**src/rtl/clkctl_pkg.sv**
```systemverilog
package clkctl_pkg;

  localparam int DATA_W    = 32;
  localparam int NUM_WORDS = 17;

  // word indices
  localparam int W_GATE_A  = 0;
  localparam int W_SRC_SEL = 1;
  localparam int W_DIV_A   = 2;
  localparam int W_PLL0    = 3;
  localparam int W_PLL1    = 4;
  localparam int W_SWRST   = 5;
  localparam int W_GATE_B  = 6;
  localparam int W_GATE_C  = 7;
  localparam int W_DIV_B   = 8;
  localparam int W_IPRST_A = 9;
  localparam int W_IPRST_B = 10;
  localparam int W_PLL2    = 11;
  localparam int W_PLL3    = 12;
  localparam int W_BUSFREQ = 13;
  localparam int W_WDRST   = 14;
  localparam int W_SECS    = 15;
  localparam int W_CYC     = 16;

  // PLL control bit positions
  localparam int PLL_LOCK_BIT = 31;
  localparam int PLL_LOSS_BIT = 30;
  localparam int PLL_PD_BIT   = 12;

  typedef enum logic [1:0] {
    KIND_STORE = 2'd0,
    KIND_PLL   = 2'd1,
    KIND_ZERO  = 2'd2,
    KIND_LIVE  = 2'd3
  } word_kind_e;

  function automatic word_kind_e kind_of(input int idx);
    case (idx)
      W_PLL0, W_PLL1, W_PLL2, W_PLL3: return KIND_PLL;
      W_SWRST:                        return KIND_ZERO;
      W_SECS, W_CYC:                  return KIND_LIVE;
      default:                        return KIND_STORE;
    endcase
  endfunction

  function automatic logic [DATA_W-1:0] cold_value(input int idx);
    case (idx)
      W_GATE_A, W_GATE_B, W_GATE_C, W_WDRST: return 32'hFFFF_FFFF;
      W_SRC_SEL: return 32'h004A_AAAA;
      W_DIV_A:   return 32'h5413_F855;
      W_DIV_B:   return 32'hAA4F_8F9F;
      W_PLL0:    return 32'h8022_2101;
      W_PLL1:    return 32'h8020_2101;
      W_PLL2:    return 32'h80C0_2105;
      W_PLL3:    return 32'h8122_8606;
      W_IPRST_A: return 32'h0000_1000;
      W_IPRST_B: return 32'h8000_0000;
      W_BUSFREQ: return 32'h0000_00C8;
      default:   return '0;
    endcase
  endfunction

endpackage

```
**src/rtl/clkctl_store_word.sv**
```systemverilog
module clkctl_store_word #(
  parameter int                  W       = 32,
  parameter logic [W-1:0]        RST_VAL = '0
) (
  input  logic         clk,
  input  logic         rst,
  input  logic         we,
  input  logic [W-1:0] wdata,
  output logic [W-1:0] q
);

  always_ff @(posedge clk) begin
    if (rst)      q <= RST_VAL;
    else if (we)  q <= wdata;
  end

  AST_STORE_HOLD: assert property (@(posedge clk) disable iff (rst)
    !we |=> $stable(q));

endmodule

```
**src/rtl/clkctl_pll_word.sv**
```systemverilog
module clkctl_pll_word
  import clkctl_pkg::*;
#(
  parameter logic [DATA_W-1:0] RST_VAL = '0
) (
  input  logic              clk,
  input  logic              rst,
  input  logic              we,
  input  logic [DATA_W-1:0] wdata,
  output logic [DATA_W-1:0] q
);

  logic [DATA_W-1:0] nxt;

  always_comb begin
    nxt = wdata;
    if (wdata[PLL_PD_BIT]) begin
      nxt[PLL_LOCK_BIT] = 1'b0;
      nxt[PLL_LOSS_BIT] = 1'b1;
    end else begin
      nxt[PLL_LOCK_BIT] = 1'b1;
      nxt[PLL_LOSS_BIT] = q[PLL_LOSS_BIT] & ~wdata[PLL_LOSS_BIT];
    end
  end

  always_ff @(posedge clk) begin
    if (rst)     q <= RST_VAL;
    else if (we) q <= nxt;
  end

  AST_PD_DROPS_LOCK: assert property (@(posedge clk) disable iff (rst)
    (we && wdata[PLL_PD_BIT]) |=> (!q[PLL_LOCK_BIT] && q[PLL_LOSS_BIT]));

  AST_RUN_SETS_LOCK: assert property (@(posedge clk) disable iff (rst)
    (we && !wdata[PLL_PD_BIT]) |=> q[PLL_LOCK_BIT]);

  AST_LOSS_W1C: assert property (@(posedge clk) disable iff (rst)
    (we && !wdata[PLL_PD_BIT] && wdata[PLL_LOSS_BIT]) |=> !q[PLL_LOSS_BIT]);

  AST_PLL_HOLD: assert property (@(posedge clk) disable iff (rst)
    !we |=> $stable(q));

endmodule

```
**src/rtl/clkctl_timebase.sv**
```systemverilog
module clkctl_timebase #(
  parameter int W             = 32,
  parameter int STEP          = 16,
  parameter int TICKS_PER_SEC = 1562500
) (
  input  logic         clk,
  input  logic         rst,
  input  logic         tick,
  output logic [W-1:0] cyc_q,
  output logic [W-1:0] sec_q
);

  localparam logic [W-1:0] CYC_WRAP = W'(STEP * TICKS_PER_SEC);
  localparam logic [W-1:0] CYC_LAST = W'(STEP * (TICKS_PER_SEC - 1));
  localparam logic [W-1:0] STEP_V   = W'(STEP);

  logic at_last;
  assign at_last = (cyc_q == CYC_LAST);

  always_ff @(posedge clk) begin
    if (rst) begin
      cyc_q <= '0;
      sec_q <= '0;
    end else if (tick) begin
      if (at_last) begin
        cyc_q <= '0;
        sec_q <= sec_q + 1'b1;
      end else begin
        cyc_q <= cyc_q + STEP_V;
      end
    end
  end

  AST_CYC_IN_RANGE: assert property (@(posedge clk) disable iff (rst)
    cyc_q < CYC_WRAP);

  AST_CYC_IDLE: assert property (@(posedge clk) disable iff (rst)
    !tick |=> $stable(cyc_q));

  AST_SEC_ON_WRAP: assert property (@(posedge clk) disable iff (rst)
    (sec_q != $past(sec_q)) |-> ($past(tick) && cyc_q == '0));

endmodule

```
**src/rtl/clkctl_regs.sv**
```systemverilog
module clkctl_regs
  import clkctl_pkg::*;
#(
  parameter int ADDR_W        = 12,
  parameter int TICK_STEP     = 16,
  parameter int TICKS_PER_SEC = 1562500
) (
  input  logic              clk,
  input  logic              rst,
  input  logic              tick,
  input  logic              bus_sel,
  input  logic              bus_wr,
  input  logic [ADDR_W-1:0] bus_addr,
  input  logic [31:0]       bus_wdata,
  output logic [31:0]       bus_rdata,
  output logic              bus_rvalid
);

  localparam int WORD_AW = ADDR_W - 2;
  localparam int SEL_W   = $clog2(NUM_WORDS);

  logic [WORD_AW-1:0] word_idx;
  logic [SEL_W-1:0]   sel_idx;
  logic               aligned;
  logic               in_range;
  logic               wr_ok;
  logic               rd_ok;
  logic [DATA_W-1:0]  word_q [NUM_WORDS];
  logic [DATA_W-1:0]  cyc_val;
  logic [DATA_W-1:0]  sec_val;

  assign word_idx = bus_addr[ADDR_W-1:2];
  assign sel_idx  = word_idx[SEL_W-1:0];
  assign aligned  = (bus_addr[1:0] == 2'b00);
  assign in_range = (word_idx < WORD_AW'(NUM_WORDS));
  assign wr_ok    = bus_sel && bus_wr && aligned && in_range;
  assign rd_ok    = bus_sel && !bus_wr;

  clkctl_timebase #(
    .W             (DATA_W),
    .STEP          (TICK_STEP),
    .TICKS_PER_SEC (TICKS_PER_SEC)
  ) u_timebase (
    .clk   (clk),
    .rst   (rst),
    .tick  (tick),
    .cyc_q (cyc_val),
    .sec_q (sec_val)
  );

  for (genvar i = 0; i < NUM_WORDS; i++) begin : g_word
    localparam word_kind_e KIND = kind_of(i);
    logic we_i;
    assign we_i = wr_ok && (word_idx == WORD_AW'(i));

    if (KIND == KIND_PLL) begin : g_pll
      clkctl_pll_word #(.RST_VAL(cold_value(i))) u_pll (
        .clk   (clk),
        .rst   (rst),
        .we    (we_i),
        .wdata (bus_wdata),
        .q     (word_q[i])
      );
    end else if (KIND == KIND_STORE) begin : g_store
      clkctl_store_word #(.W(DATA_W), .RST_VAL(cold_value(i))) u_store (
        .clk   (clk),
        .rst   (rst),
        .we    (we_i),
        .wdata (bus_wdata),
        .q     (word_q[i])
      );
    end else if (KIND == KIND_ZERO) begin : g_zero
      assign word_q[i] = '0;
    end else begin : g_live
      assign word_q[i] = (i == W_SECS) ? sec_val : cyc_val;
    end
  end

  always_ff @(posedge clk) begin
    if (rst) begin
      bus_rdata  <= '0;
      bus_rvalid <= 1'b0;
    end else begin
      bus_rvalid <= rd_ok;
      if (rd_ok)
        bus_rdata <= (aligned && in_range) ? word_q[sel_idx] : '0;
    end
  end

  AST_OOR_READ_ZERO: assert property (@(posedge clk) disable iff (rst)
    (bus_sel && !bus_wr && !in_range) |=> (bus_rdata == '0));

  AST_MISALIGN_READ_ZERO: assert property (@(posedge clk) disable iff (rst)
    (bus_sel && !bus_wr && !aligned) |=> (bus_rdata == '0));

  AST_RVALID_AFTER_READ: assert property (@(posedge clk) disable iff (rst)
    (bus_sel && !bus_wr) |=> bus_rvalid);

  AST_RVALID_IDLE: assert property (@(posedge clk) disable iff (rst)
    !(bus_sel && !bus_wr) |=> !bus_rvalid);

  AST_SWRST_ZERO: assert property (@(posedge clk) disable iff (rst)
    (bus_sel && !bus_wr && aligned && word_idx == WORD_AW'(W_SWRST)) |=> (bus_rdata == '0));

endmodule

```
**config.mk**
```make
export PLATFORM = sky130hd
export DESIGN_NAME = clkctl_regs
export DESIGN_NICKNAME = d
export VERILOG_FILES = /design/src/rtl/clkctl_pkg.sv /design/src/rtl/clkctl_store_word.sv /design/src/rtl/clkctl_pll_word.sv /design/src/rtl/clkctl_timebase.sv /design/src/rtl/clkctl_regs.sv
export SDC_FILE = /design/constraint.sdc
export NUM_CORES = 1
export LEC_CHECK = 0
export ABC_AREA = 1
export BUFFER_PORTS_ARGS = -buffer_cell sky130_fd_sc_hd__buf_2
export CAP_MARGIN = 20
export CORE_MARGIN = 2
export CORE_UTILIZATION = 51
export DETAILED_ROUTE_END_ITERATION = 8
export MAX_ROUTING_LAYER = met4
export PLACE_DENSITY = 0.68
export SLEW_MARGIN = 20
export SYNTH_ARGS = -nofsm -noshare
export SYNTH_HDL_FRONTEND = slang
export SYNTH_SLANG_ARGS = --single-unit
```
**constraint.sdc**
```tcl
create_clock -name clk -period 2.2 [get_ports clk]
set_input_delay 0.33 -clock clk [delete_from_list [all_inputs] [get_ports clk]]
set_output_delay 0.33 -clock clk [all_outputs]
set_load 0.05 [all_outputs]
```
==> flow_metrics.py, run 1 <==
metrics = {
    "logic_synthesis": {
        "syn_avg_cell_area_um2": 6.36,
        "synthArstFlopShare_pct": 0,
        "synth_top_family_by_area": "simple AND/OR/NAND/NOR gates",
        "synth_compound_area_share_pct": 15.6,
        "synth_edf_count": 0,
        "ys_types": 35,
        "yosysTopAreaCellShare_pct": 41.2,
        "synth_top_area_cell": "dfxtp_1",
        "post_synth_and_or_nand_nor_area_fraction_pct": 32.3,
        "synth_mux_area_share_pct": 0,
        "yosys-top-cells-count": "nand2_1, dfxtp_1, inv_1",
        "synthCells": 4133,
        "yosysWarnings": 0,
        "yosys.area_share.adder_pct": 0.0951,
        "synth_nets": 4184,
        "yosys-top-cells-area": "dfxtp_1, nand2_1, inv_1",
        "yosysMostFrequentCell": "nand2_1",
        "seq_area_frac_synth_pct": 41.2,
        "ys_ff_latch": 541,
        "syn_area_um2": 26300,
        "synth_ff_type": "dfxtp_1",
        "synth-xor-area-share_pct": 0.333,
    },
    "timing": {
        "worst_slack_ns": 0.297,
        "finalHoldViolCount": 0,
        "layout_min_cycle_time_ns": 1.90,
        "finalMaxSlewViolations": 0,
        "grt_setup_unrepaired": "false",
        "max_slew_margin_pct": 61.5,
        "worst_pin_slew_ns": 0.576,
        "fin_crit_sh_pct": 86.5,
        "setup_violations": 0,
        "fmax_ghz": 0.525,
        "tns_ns": 0,
        "timing.clock.skew_ns": 0.0297,
        "holdWs_ns": 0.0358,
    },
    "die": {
        "io_pins": 82,
        "core-area_um2": 51200,
        "fp.dieH_um": 231,
        "initial_core_util_pct": 51.4,
        "num_rows": 83,
        "die-area_um2": 53400,
        "die_width_um": 231,
    },
    "placed_design": {
        "place.gp.congestion": 0.971,
        "placed_area_um2": 28300,
        "dp_cells": 4782,
        "dp_hpwl_um": 54400,
        "io_buffers": 81,
        "place_ws_ns": 0.0719,
    },
    "global_routing": {
        "grtUsageTotal_pct": 32.3,
        "antenna_found_initial": 1,
        "grt_pass1_vias": 23691,
        "overflow": 0,
        "grt_pass1_wl_um": 133000,
        "grt_max_degree": 76,
    },
    "clock_tree": {
        "cts.clk_slew.worst_paths_ns": 0.06,
        "cts_tree": "done",
        "cts_max_level": 2,
        "root_buffer": "clkbuf_16",
        "clk_latency_ns": 0.64,
        "clock_path_buffers": 3,
        "cts_buffers": 59,
        "cts_sinks": 541,
    },
    "layout": {
        "layout.nets": 4217,
        "syn_to_final_growth_pct": 15.2,
        "nFillCells": 5049,
        "multi_input_area_um2": 12800,
        "finalInstanceArea_um2": 30300,
        "stdcell_count": 4895,
        "register_area_um2": 10800,
        "layout-drive-gt1-share_pct": 9.25,
        "antenna_cells": 0,
    },
    "critical_path": {
        "ff2ff_path_depth": 10,
        "cpMostUsedCell": "nand2_1",
        "r2r-start": "u_timebase.cyc_q[6]",
        "cp_slowest_cell": "dfxtp_1",
        "crit_family": "simple AND/OR/NAND/NOR gates",
        "crit_type": "flip-flop to flip-flop",
        "worstPathMaxFanout": 8,
        "crit_path_end_kind": "flip-flop",
        "critPathRequiredTime_ns": 2.75,
        "r2r_slack_ns": 0.30,
        "slowest_delay_ns": 0.47,
        "reg2reg_to": "u_timebase.cyc_q[31]",
        "critical_path.startpoint_type": "flip-flop",
        "arrival_ns": 2.46,
        "cp.buffers_inverters": 0,
        "cp_cell_sequence": "nand2_1 > nor2_1 > nand2_1 > nor2_1 > nand2_1 > nor2_2 > nand3_1 > nand2_1 > nand2_1 > nor2_1",
    },
    "run": {
        "maxCapViolCount": 0,
    },
    "power_and_ir_drop": {
        "power.leakage_nw": 15.2,
        "power_per_cell_area_nw_per_um2": 710,
        "ir_drop_mv": 0.643,
    },
    "drt": {
        "vias": 25747,
        "wirelength_um": 83900,
        "routed_via_density": 5.26,
        "ant_nets": 0,
        "drt-pass1-iter-count": 5,
        "drc": 0,
        "first_iter_violations": 2378,
        "wire_per_inst_um": 17.1,
    },
    "min_path": {
        "hold_path_class": "input port to flip-flop",
        "holdCritStartpoint": "bus_wdata[13]",
        "worstHoldPathCells": 3,
        "min_to": "g_word[3].g_pll.u_pll.q[13]",
    },
    "status": {
        "status": "completed",
    },
}
-- kinds of logic after synthesis --
family / count (synthesis)
AO/OA/AOI/OAI: 703
adder cells (fa/ha/maj): 2
flip-flops: 541
AND/OR/NAND/NOR: 2166
buffers and inverters: 711
XOR/XNOR: 10
-- worst reg2reg max path, stage by stage (launching register included) --
cell and delay (ns):
dfxtp_1 0.47, nand2_1 0.11, nor2_1 0.19, nand2_1 0.13, nor2_1 0.20, nand2_1 0.16
nor2_2 0.21, nand3_1 0.15, nand2_1 0.09, nand2_1 0.05, nor2_1 0.09
-- registers in the layout, summed over array words and instances, names as in the netlist --
register / flops
u_timebase.cyc_q: 28
u_timebase.sec_q: 32
g_word.g_store.u_store.q: 320
bus_rvalid: 1
g_word.g_pll.u_pll.q: 128
bus_rdata: 32
-- cell type report --
cell class                 count  area share (%)
tap                          680            2.81
clock buffer                  88            5.80
inverter                     452            5.64
sequential                   541            35.7
timing repair buffer         231            7.18
clock inverter                22           0.743
multi-input combinational   2881            42.1
-- how the worst max path moves through the flow --
| stage | from | end | slack, ns | cells after the start |
|---|---|---|---|---|
| after CTS | u_timebase.cyc_q[6] | u_timebase.cyc_q[31] | 0.23 | 10 |
| after detailed placement | bus_addr[8] | g_word[9].g_store.u_store.q[12] | 0.07 | 10 |
| after global routing | u_timebase.cyc_q[6] | u_timebase.cyc_q[31] | 0.05 | 10 |
| final | u_timebase.cyc_q[6] | u_timebase.cyc_q[31] | 0.30 | 10 |
| after global placement | bus_addr[8] | g_word[9].g_store.u_store.q[12] | 0.12 | 10 |
| after floorplan | u_timebase.cyc_q[4] | u_timebase.cyc_q[28] | 0.39 | 10 |
-- through the flow --
stage                     utilization, %  total power, mW
after global routing                59.2             22.1
after floorplan                        -             10.9
after detailed placement            55.3             11.6
after CTS                           59.2             21.6
after global placement              55.3             11.6
final                               59.2             21.5
-- metal layers --
| layer | global-route usage [%] | part of all wire (%) |
|---|---|---|
| met2 | 52.7 | 46 |
| met1 | 41.1 | 44 |
| met5 | - | 0 |
| met3 | 4.28 | 6.1 |
| met4 | 11.8 | 3.8 |
-- placed cells by master, fill, tap and decap left out, types with 2 or more instances in the layout --
cell type	synthesis	routed
nand2_1	1638	1630
dfxtp_1	541	541
inv_1	437	437
nor2_1	360	358
o21ai_0	270	270
o211ai_1	203	203
a21oi_1	194	194
buf_4	1	99
buf_2	67	78
clkbuf_16	0	60
nand3_1	51	51
buf_12	0	50
nor3_1	40	39
a211oi_1	30	30
or2_2	27	27
nand4_1	23	23
clkinv_2	0	16
clkbuf_8	0	15
clkbuf_1	164	13
nand2_2	1	9
xor2_1	9	9
inv_2	9	8
nor2_4	4	5
nor2_2	4	5
clkinv_1	6	5
nor3_2	5	5
nor4_1	5	5
o21ai_1	4	4
bufinv_16	0	4
dlygate4sd3_1	0	3
nand3_2	2	2
inv_6	0	2
and2_1	2	2
ha_1	2	2
-- power by group --
part	internal (mW)	switching [mW]	total, mW
clock network	5.96	4.13	10.1
registers	9.80	0.00395	9.80
logic	0.486	1.14	1.62
-- timing repair --
item | CTS | global route
setup endpoints to repair | 0 | 1
setup buffers | 0 | 0
hold buffers | 3 | 0
hold endpoints to repair | 6 | 0
gates resized for setup | 0 | 2
Note: power is estimated with default switching activity, not from simulation.
==> run 2, diff against run 1 <==
==> constraint.sdc (replaced) <==
create_clock -name clk -period 2.4 [get_ports clk]
set_input_delay 0.36 -clock clk [delete_from_list [all_inputs] [get_ports clk]]
set_output_delay 0.36 -clock clk [all_outputs]
set_load 0.05 [all_outputs]
==> run 2 against run 1 <==
Net effect: die area stayed put; routed wire length is 0.35% higher; setup slack better by 0.029 ns; core utilization is 0.49 points lower; maximum frequency is 8.2% lower; first-iteration DRC count is 2.1% higher; sequential cell count stayed put; design area is 0.83% lower; final cell count is 0.61% lower; clock power is 5% lower; clock-buffer cell count is 3 lower; hold slack better by 0.0024 ns; largest cell class unchanged.
==> flow_metrics.py, run 2 (synthesis results as in run 1) <==
metrics = {
    "layout": {
        "top_register": "g_word.g_store.u_store.q",
        "syn_to_final_growth_pct": 14.3,
        "nFillCells": 5054,
        "top_regs": "g_word.g_store.u_store.q: 320 flops, g_word.g_pll.u_pll.q: 128 flops",
        "antenna_cells": 0,
        "layout-drive-gt1-share_pct": 8.63,
        "final_cell_mix": "nand2_1, dfxtp_1, inv_1",
        "largest_reg_flops": 320,
        "final_common_cell": "nand2_1",
        "layout.nets": 4192,
    },
    "status": {
        "status": "completed",
    },
    "timing": {
        "timing.clock.skew_ns": 0.0230,
        "finalMaxSlewViolations": 0,
        "tns_ns": 0,
        "max_slew_margin_pct": 58.0,
        "grt_setup_unrepaired": "false",
        "finalHoldViolCount": 0,
        "fin_crit_sh_pct": 86.4,
        "worst_slack_ns": 0.326,
        "fmax_ghz": 0.482,
        "layout_min_cycle_time_ns": 2.07,
        "setup_violations": 0,
        "worst_pin_slew_ns": 0.630,
    },
    "critical_path": {
        "ff2ff_path_depth": 10,
        "crit_path_end_kind": "flip-flop",
        "r2r_slack_ns": 0.33,
        "arrival_ns": 2.64,
        "worstPathMaxFanout": 4,
        "critPathRequiredTime_ns": 2.96,
        "reg2reg_to": "u_timebase.cyc_q[22]",
        "r2r-start": "u_timebase.cyc_q[4]",
        "crit_type": "flip-flop to flip-flop",
        "critical_path.startpoint_type": "flip-flop",
    },
    "clock_tree": {
        "cts_buffers": 59,
        "cts_sinks": 541,
        "cts_tree": "done",
        "root_buffer": "clkbuf_16",
        "postCtsSetupBuffers": 0,
        "cts.clk_slew.worst_paths_ns": 0.06,
        "clock_path_buffers": 3,
        "cts_max_level": 2,
        "clk_latency_ns": 0.64,
    },
    "min_path": {
        "holdCritStartpoint": "bus_wdata[31]",
        "hold_path_class": "input port to flip-flop",
        "worstHoldPathCells": 3,
        "min_to": "g_word[1].g_store.u_store.q[31]",
    },
    "drt": {
        "first_iter_violations": 2428,
        "routed_via_density": 5.27,
        "ant_nets": 0,
        "wirelength_um": 84200,
        "wire_per_inst_um": 17.3,
        "vias": 25634,
        "drc": 0,
        "drt-pass1-iter-count": 5,
    },
    "power_and_ir_drop": {
        "power_per_cell_area_nw_per_um2": 667,
        "ir_drop_mv": 0.522,
        "power.leakage_nw": 15.0,
    },
    "die": {
        "die_width_um": 231,
        "initial_core_util_pct": 51.4,
        "io_pins": 82,
        "num_rows": 83,
        "core-area_um2": 51200,
        "fp.dieH_um": 231,
        "die-area_um2": 53400,
    },
    "global_routing": {
        "grt_pass1_vias": 23459,
        "grt_pass1_wl_um": 133000,
        "grt_max_degree": 80,
        "overflow": 0,
        "antenna_found_initial": 1,
        "grtUsageTotal_pct": 32.3,
    },
    "placed_design": {
        "place_ws_ns": 0.255,
        "dp_hpwl_um": 53100,
        "io_buffers": 81,
        "place.gp.congestion": 0.982,
    },
    "run": {
        "maxCapViolCount": 0,
    },
}
==> run 2: repair_timing <==
item | CTS | global route
endpoints found under the hold margin | 1 | 0
hold buffers | 1 | 0
resized for setup | 0 | 0
==> run 2: critical path, cell delays in order, from the launching register on <==
cell and delay (ns):
dfxtp_1 0.38, ha_1 0.20, nand3_1 0.11, nor2_1 0.17, nand2_1 0.09, nor2_1 0.24
nand2_1 0.11, nor2_1 0.31, buf_4 0.18, nand2_1 0.04, a21oi_1 0.15
==> run 2: metrics by stage <==
step / hold WS [ns] / power (mW) / std cells / utilization (%) / instance area, um2
2_1_floorplan: 0.425 / 9.99 / 4133 / - / 26300
3_3_place_gp: 0.437 / 10.6 / 4759 / 54.7 / 28000
3_5_place_dp: 0.441 / 10.6 / 4759 / 54.7 / 28000
4_1_cts: 0.0150 / 20.1 / 4865 / 58.7 / 30100
5_1_grt: 0.0566 / 20.6 / 4865 / 58.7 / 30100
6_report: 0.0382 / 20.0 / 4865 / 58.7 / 30100
==> run 2: power breakdown <==
part | internal [mW] | switching, mW | leakage [nW]
Combinational | 0.407 | 1.04 | 9.64
Clock | 5.76 | 3.85 | 1.00
Sequential | 8.98 | 0.00363 | 4.36
Total | 15.1 | 4.89 | 15.0
==> run 2: final cells by class <==
class / instances / area [um2] / share of cell area, %
timing repair buffer: 206 / 1870 / 6.22
inverter: 452 / 1710 / 5.69
multi-input combinational: 2881 / 12800 / 42.4
sequential: 541 / 10800 / 36.0
clock buffer: 85 / 1740 / 5.78
clock inverter: 20 / 307 / 1.02
tap: 680 / 851 / 2.83
==> run 2: routing by layer <==
layer | track usage [%] | wire (um) | vias to the layer above
li1 | - | - | 12931
met1 | 41.0 | 36700 | 11721
met2 | 52.0 | 38600 | 779
met3 | 3.53 | 5010 | 203
met4 | 14.5 | 3830 | 0
met5 | - | 0 | -
==> run 2: how the worst max path moves through the flow <==
| stage | start | endpoint | slack (ns) | cells after the start |
|---|---|---|---|---|
| 2_1_floorplan | u_timebase.cyc_q[4] | u_timebase.cyc_q[28] | 0.59 | 10 |
| 3_3_place_gp | bus_addr[2] | bus_rdata[24] | 0.27 | 14 |
| 3_5_place_dp | bus_addr[2] | bus_rdata[24] | 0.26 | 14 |
| 4_1_cts | u_timebase.cyc_q[4] | u_timebase.cyc_q[28] | 0.37 | 10 |
| 5_1_grt | u_timebase.cyc_q[4] | u_timebase.cyc_q[22] | 0.11 | 10 |
| 6_report | u_timebase.cyc_q[4] | u_timebase.cyc_q[22] | 0.33 | 10 |
